--- config.mk ---
export PLATFORM = sky130hd
export DESIGN_NAME = psw_ctrl_unit
export DESIGN_NICKNAME = d
export VERILOG_FILES = /design/src/rtl/psw_pkg.sv /design/src/rtl/psw_priv_check.sv /design/src/rtl/psw_logic_unit.sv /design/src/rtl/psw_ctrl_unit.sv
export SDC_FILE = /design/constraint.sdc
export NUM_CORES = 1
export LEC_CHECK = 0
export BUFFER_PORTS_ARGS = -buffer_cell sky130_fd_sc_hd__buf_4
export CAP_MARGIN = 0
export CORE_ASPECT_RATIO = 0.8
export CORE_MARGIN = 2
export CORE_UTILIZATION = 49
export DETAILED_ROUTE_END_ITERATION = 8
export PLACE_DENSITY_LB_ADDON = 0.05
export SLEW_MARGIN = 10
export SYNTH_ARGS = -nofsm -noshare
export SYNTH_HDL_FRONTEND = slang
export SYNTH_HIERARCHICAL = 1
export SYNTH_SLANG_ARGS = --single-unit
--- constraint.sdc ---
create_clock -name clk -period 1.7 [get_ports clk]
set_input_delay 0.51 -clock clk [delete_from_list [all_inputs] [get_ports clk]]
set_output_delay 0.51 -clock clk [all_outputs]
set_load 0.1 [all_outputs]
--- src/rtl/psw_pkg.sv ---
package psw_pkg;

    localparam int PSW_W    = 16;
    localparam int LANE_W   = 8;
    localparam int NUM_LANE = PSW_W / LANE_W;
    localparam int CC_LANES = 1;
    localparam int OPC_W    = 3;
    localparam int SUP_BIT  = 13;

    typedef enum logic [OPC_W-1:0] {
        OPC_LOAD = 3'd0,
        OPC_READ = 3'd1,
        OPC_AND  = 3'd2,
        OPC_OR   = 3'd3,
        OPC_XOR  = 3'd4
    } psw_op_e;

    typedef struct packed {
        logic [PSW_W-1:0] psw;
        logic [PSW_W-1:0] rd_data;
        logic             trap;
    } psw_state_t;

endpackage

--- src/rtl/psw_priv_check.sv ---
module psw_priv_check
    import psw_pkg::*;
(
    input  logic             req_valid,
    input  logic [OPC_W-1:0] req_code,
    input  logic             req_whole,
    input  logic             is_super,
    output logic             grant_mod,
    output logic             grant_read,
    output logic             deny
);
    logic known_op;
    logic is_read;
    logic allowed;

    always_comb begin
        known_op = 1'b0;
        is_read  = 1'b0;
        case (psw_op_e'(req_code))
            OPC_LOAD, OPC_AND, OPC_OR, OPC_XOR: known_op = 1'b1;
            OPC_READ: begin
                known_op = 1'b1;
                is_read  = 1'b1;
            end
            default: known_op = 1'b0;
        endcase
        allowed    = is_super || !req_whole;
        grant_mod  = req_valid && known_op && allowed && !is_read;
        grant_read = req_valid && known_op && allowed && is_read;
        deny       = req_valid && known_op && !allowed;
    end

endmodule

--- src/rtl/psw_logic_unit.sv ---
module psw_logic_unit
    import psw_pkg::*;
#(
    parameter logic [PSW_W-1:0] IMPL_MASK = 16'hA71F
) (
    input  logic [OPC_W-1:0] op_code,
    input  logic             whole,
    input  logic [PSW_W-1:0] cur,
    input  logic [PSW_W-1:0] operand,
    output logic [PSW_W-1:0] result
);
    logic [PSW_W-1:0] raw;

    for (genvar g = 0; g < NUM_LANE; g++) begin : g_lane
        logic              lane_en;
        logic [LANE_W-1:0] a;
        logic [LANE_W-1:0] b;
        logic [LANE_W-1:0] r;

        assign lane_en = whole || (g < CC_LANES);
        assign a       = cur[g*LANE_W +: LANE_W];
        assign b       = operand[g*LANE_W +: LANE_W];

        always_comb begin
            case (psw_op_e'(op_code))
                OPC_LOAD: r = b;
                OPC_AND:  r = a & b;
                OPC_OR:   r = a | b;
                OPC_XOR:  r = a ^ b;
                default:  r = a;
            endcase
        end

        assign raw[g*LANE_W +: LANE_W] = lane_en ? r : a;
    end

    assign result = raw & IMPL_MASK;

endmodule

--- src/rtl/psw_ctrl_unit.sv ---
module psw_ctrl_unit
    import psw_pkg::*;
#(
    parameter logic [PSW_W-1:0] IMPL_MASK = 16'hA71F,
    parameter logic [PSW_W-1:0] RESET_VAL = 16'h2700
) (
    input  logic             clk,
    input  logic             rst_n,
    input  logic             op_valid,
    input  logic [OPC_W-1:0] op_code,
    input  logic             op_target,
    input  logic [PSW_W-1:0] op_operand,
    output logic [PSW_W-1:0] psw_o,
    output logic [PSW_W-1:0] rd_data_o,
    output logic             trap_o
);
    localparam logic [PSW_W-1:0] CC_MASK = {{(PSW_W-LANE_W*CC_LANES){1'b0}},
                                            {(LANE_W*CC_LANES){1'b1}}};

    psw_state_t st_d, st_q;
    logic             grant_mod, grant_read, deny;
    logic [PSW_W-1:0] alu_res;

    psw_priv_check u_priv (
        .req_valid (op_valid),
        .req_code  (op_code),
        .req_whole (op_target),
        .is_super  (st_q.psw[SUP_BIT]),
        .grant_mod (grant_mod),
        .grant_read(grant_read),
        .deny      (deny)
    );

    psw_logic_unit #(.IMPL_MASK(IMPL_MASK)) u_alu (
        .op_code(op_code),
        .whole  (op_target),
        .cur    (st_q.psw),
        .operand(op_operand),
        .result (alu_res)
    );

    always_comb begin
        st_d      = st_q;
        st_d.trap = deny;
        if (grant_mod) begin
            st_d.psw = alu_res;
        end
        if (grant_read) begin
            st_d.rd_data = op_target ? st_q.psw : (st_q.psw & CC_MASK);
        end
    end

    always_ff @(posedge clk or negedge rst_n) begin
        if (!rst_n) begin
            st_q.psw     <= RESET_VAL & IMPL_MASK;
            st_q.rd_data <= '0;
            st_q.trap    <= 1'b0;
        end else begin
            st_q <= st_d;
        end
    end

    assign psw_o     = st_q.psw;
    assign rd_data_o = st_q.rd_data;
    assign trap_o    = st_q.trap;

    AST_CC_UPPER_KEPT: assert property (@(posedge clk) disable iff (!rst_n)
        op_valid && !op_target |=> psw_o[PSW_W-1:LANE_W] == $past(psw_o[PSW_W-1:LANE_W]));
    AST_USER_WHOLE_BLOCKED: assert property (@(posedge clk) disable iff (!rst_n)
        op_valid && op_target && !psw_o[SUP_BIT] |=> $stable(psw_o) && $stable(rd_data_o));
    AST_UNIMPL_ZERO: assert property (@(posedge clk) disable iff (!rst_n)
        (psw_o & ~IMPL_MASK) == '0);
    AST_IDLE_QUIET: assert property (@(posedge clk) disable iff (!rst_n)
        !op_valid |=> $stable(psw_o) && $stable(rd_data_o) && !trap_o);
    AST_TRAP_CAUSE: assert property (@(posedge clk) disable iff (!rst_n)
        trap_o |-> $past(op_valid && op_target && !psw_o[SUP_BIT] && (op_code <= 3'd4)));

endmodule

# [After elaboration in Yosys (flattened, before gate mapping)]
# Cells that the tools add are included.
[totals] inputBits=23 reg_bits=27 word_cells=33
[classes] n_eq_ne=4 n_bitwise=6 reduce_logical=14 muxes=5
[op_table] cell="$pmux 8 s4" count=1
[op_table] cell="$pmux 5 s4" count=1
[op_table] cell="$mux 16" count=1
[op_table] cell="$and 8x8->8" count=1
[op_table] cell="$or 8x8->8" count=1
[op_table] cell="$xor 8x8->8" count=1
[op_table] cell="$eq 3x2->1 const B" count=2
[op_table] cell="$and 5x5->5" count=1
[op_table] cell="$logic_and 1x1->1" count=5
[op_table] cell="$or 5x5->5" count=1
[op_table] cell="$reduce_or 5->1" count=1
[op_table] cell="$xor 5x5->5" count=1
[op_table] cell="$reduce_bool 4->1" count=1
[op_table] cell="$eq 3x1->1 const B" count=1
[op_table] cell="$eq 3x3->1 const B" count=1
[op_table] cell="$logic_not 1->1" count=3
[op_table] cell="$logic_not 3->1" count=1
[op_table] cell="$reduce_and 3->1" count=1
[op_table] cell="$mux 1" count=2
[op_table] cell="$reduce_and 2->1" count=1
[op_table] cell="$logic_or 1x1->1" count=1

# [Longest topological paths before layout]
[depth] depth_word=7 ltp_mapped=7

# [Hierarchy]
# Netlist, hierarchy kept.
[modules_own_cells] module="psw_ctrl_unit" seq_area_each_um2=830.8 instances=1 area_each_um2=1326.3 cells_per_inst=87
[modules_own_cells] module="psw_logic_unit" seq_area_each_um2=0.0 instances=1 area_each_um2=837.1 cells_per_inst=115
[modules_own_cells] module="psw_priv_check" seq_area_each_um2=0.0 instances=1 area_each_um2=65.1 cells_per_inst=7

# [Worst setup path after synthesis]
# Ideal clock, no wire load.
[synth_timing] kind="flip-flop to flip-flop" from="reg st_q, in the netlist psw_o[15]" to="reg st_q, in the netlist psw_o[15]" required_ns=1.574 period_less_slack_ns=2.270 path_stages_with_launch=8 setup_time_ns=0.126 setup_slack_ns=-0.570 arrival_ns=2.144 path_cell_list="dfrtp_1 > inv_1 > ha_1 > mux2i_1 > a2bb2oi_1 > o221ai_2 > o21a_1 > mux2_2"
[synth_via] elab_chain_cells=2
[synth_rtl] item="start, declared" line="psw_ctrl_unit.sv:20" source="psw_state_t st_d, st_q;"
[synth_rtl] item="start signal, assigned" line="psw_ctrl_unit.sv:59" source="st_q <= st_d;"
[synth_rtl] item="$xor 8x8->8 (tied with other cells)" line="psw_logic_unit.sv:29" source="OPC_XOR: r = a ^ b;"
[synth_rtl] item="$pmux 8 s4 *" line="psw_logic_unit.sv:25" source="case (psw_op_e'(op_code))"
# Mark *: on every way between the ends. The rest lies on a longest branch, timed or not.
# A chain may end at the register's enable or synchronous reset.

# [Final worst setup path]
[layout_timing] from="reg st_q, in the netlist psw_o[13]" to="reg st_q, in the netlist psw_o[0]"
[layout_via] elab_chain_cells=4
[layout_rtl] item="$logic_or 1x1->1" line="psw_priv_check.sv:27" source="allowed = is_super || !req_whole;"
[layout_rtl] item="$logic_and 1x1->1 (2 in a row)" line="psw_priv_check.sv:28" source="grant_mod = req_valid && known_op && allowed && !is_read;"
[layout_rtl] item="net grant_mod" line="psw_ctrl_unit.sv:21" source="logic grant_mod, grant_read, deny;"
[layout_rtl] item="$reduce_and 2->1 (no line)"
# The timed path passes the listed nets, and every way through them passes these cells.

==> flow_metrics.env <==
export IMPL_fin_util=0.719
export IMPL_fin_skew_ns=0.00296
export IMPL_yosys_area_share_simple=0.0814
export IMPL_drc=0
export IMPL_ant_nets=0
export IMPL_rsz0062_at_grt="true"
export IMPL_via_per_inst=5.05
export IMPL_cts_sinks=33
export IMPL_drv_slew=0
export IMPL_cap_violations=0
export IMPL_yosys_top_cells_count="29 x dfrtp_1, 29 x inv_1, 20 x ha_1, 15 x mux2_4, 12 x o21ai_0"
export IMPL_place_congestion=0.750
export IMPL_cp_slowest_cell="dfstp_4"
export IMPL_grt_first_pass_wirelength_mm=7.77
export IMPL_grt_start_max_net_pins=34
export IMPL_fin_setup_tns_ns=-0.221
export IMPL_synth_edf_count=0
export IMPL_setup_ws_ns=-0.0464
export IMPL_nets=327
export IMPL_dr_first_iter_drc_count=95
export IMPL_dp_cells=326
export IMPL_cts_buffers=5
export IMPL_overflow=0
export IMPL_timing_hold_ws_ns=0.161
export IMPL_async_reset_ff_frac=1.00
export IMPL_synth_xor_area_share=0
export IMPL_worst_skew_pair_late_latency_ns=0.28
export IMPL_grt_pass1_vias=1659
export IMPL_critPathKind="reg2reg"
export IMPL_start_kind="flop"
export IMPL_r2r_slack_ns=-0.05
export IMPL_crit_chain="nor2b_4, a2111oi_4, buf_12, mux2_2"
export IMPL_rows=21
export IMPL_path_max_fanout=16
export IMPL_synth_top_family_by_area="multiplexers"
export IMPL_portBuffers=49
export IMPL_grt_usage=0.195
export IMPL_core_um2=4280
export IMPL_cts_max_level=2
export IMPL_root_buffer="clkbuf_8"
export IMPL_synth_mux_area_frac=0.179
export IMPL_die_height_um=64.3
export IMPL_drt_pass1_iter_count=4
export IMPL_synth_ff_type="dfrtp_1"
export IMPL_cts_hold_buf=0
export IMPL_synth_compound_area_frac=0.136
export IMPL_num_fill_cells=334
export IMPL_synth_top_cell_area_share=0.326
export IMPL_drive_above_1_share=0.474
export IMPL_n_antenna_cell=0
export IMPL_fmax_mhz=573
export IMPL_violations="setup timing"
export IMPL_critPathArrivalTime_ns=1.91
export IMPL_routed_wl_mm=4.66
export IMPL_wl_per_cell_um=13.6
export IMPL_seq_area_frac_synth=0.373
export IMPL_report_final_setup_viol=13
export IMPL_crit_path_max_incr_delay_ns=0.66
export IMPL_postSynthAreaPerCell_um2=10.7
export IMPL_die_area_um2=5110
export IMPL_post_dp_hpwl_mm=3.17
export IMPL_cp_end_kind="flop"
export IMPL_syn_inst=209
export IMPL_antenna_found_initial=0
export IMPL_clockBufferDepth=2
export IMPL_cts_tree="built"
export IMPL_vias=1728
export IMPL_die_w_um=79.4
export IMPL_yosysWarnings=6
export IMPL_hp_class="in2async"
export IMPL_ys_ff_latch=33
export IMPL_clkSlewWorstSetupHoldPaths_ns=0.07
export IMPL_fin_cells=342
export IMPL_synth_cell_type_count=39
export IMPL_start_util=0.520
export IMPL_fin_crit_sh=1.03
export IMPL_yosys_top_cells_area="dfrtp_1 33%, ha_1 11%, mux2_4 10%"
export IMPL_synthAdderAreaFrac=0.112
export IMPL_worstPathRequired_ns=1.87
export IMPL_syn_cell_area_um2=2230
export IMPL_status="complete, but fails checks"
export IMPL_areaGrowthSynthToFinish_pct=38.1
export IMPL_synth_top_area_cell="dfrtp_1"
export IMPL_min_period_ns=1.75
export IMPL_hold_viol_final=0
export IMPL_ios=56
==> layer usage <==
layer	vias to the layer above	routed length, um	GRT usage
met4	0	21	0.0453
met5	-	0	0
met1	829	2220	0.281
met3	4	247	0.0452
li1	853	-	-
met2	42	2170	0.297
==> worst paths after layout <==
check,startpoint,end,cells past startpoint
max,psw_o[13]$_DFFE_PN1P_,psw_o[0]$_DFFE_PN0P_,4
min,rst_n,rd_data_o[3]$_DFFE_PN0P_,1
max reg2reg,psw_o[13]$_DFFE_PN1P_,psw_o[0]$_DFFE_PN0P_,4
min reg2reg,rd_data_o[12]$_DFFE_PN0P_,rd_data_o[12]$_DFFE_PN0P_,2
max in group asynchronous,rst_n,psw_o[15]$_DFFE_PN0P_,1
min in group clk,op_valid,trap_o$_DFF_PN0_,2
==> repair_timing <==
| action | 4_1_cts | 5_1_grt |
|---|---|---|
| cloned | 0 | 1 |
| buffers inserted | 3 | 5 |
| resized for setup | 16 | 10 |
| endpoints found under the hold margin | 0 | 0 |
| setup endpoints to repair | 10 | 22 |
| pin swaps | 0 | 8 |
==> metrics by stage <==
step,area [um^2],setup WS (ns)
2_1_floorplan,2310,-0.188
3_3_place_gp,2810,-0.123
3_5_place_dp,2810,-0.155
4_1_cts,2970,-0.0400
5_1_grt,3080,-0.0942
6_report,3080,-0.0464
==> logic make-up after synthesis <==
kind of cell               Yosys count
AOI/OAI and AO/OA                   45
adders and majority gates           20
buffers and inverters               48
DFF                                 33
muxes                               31
other                                1
and+or+nand+nor                     31
==> sequential cells by signal, indices dropped and copies added, names as in the netlist <==
signal and flops:
rd_data_o 16, trap_o 1, psw_o 16
==> area by class of cell <==
class / instances / area [um^2] / share of cell area
flip-flops and latches: 33 / 861 / 0.280
repair buffers: 80 / 712 / 0.231
clock buffers: 6 / 72.6 / 0.0236
inverters: 31 / 116 / 0.0378
well taps: 57 / 71.3 / 0.0232
multi-input cells: 133 / 1230 / 0.401
clock inverters: 2 / 10.0 / 0.00325
==> cells in the final DEF, fill, tap and decap left out, drive strengths merged, types with 4 or more instances in the layout <==
cell    count
buf        79
inv        31
dfrtp      29
mux2       25
ha         20
o21ai      15
a21oi      10
nor2       10
nand3       9
clkbuf      7
mux2i       6
conb        6
dfstp       4
a22oi       4
o22a        4
==> critical path: cells and delay by family, from the launching register on <==
kind | cells | cell delay [ns]
DFF | 1 | 0.66
muxes | 1 | 0.34
AOI/OAI and AO/OA | 1 | 0.33
buffers and inverters | 1 | 0.23
and+or+nand+nor | 1 | 0.06
Power is left out: the tool's default activity adds up to more than one toggle a clock period on the data nets, which glitch-free logic cannot reach.
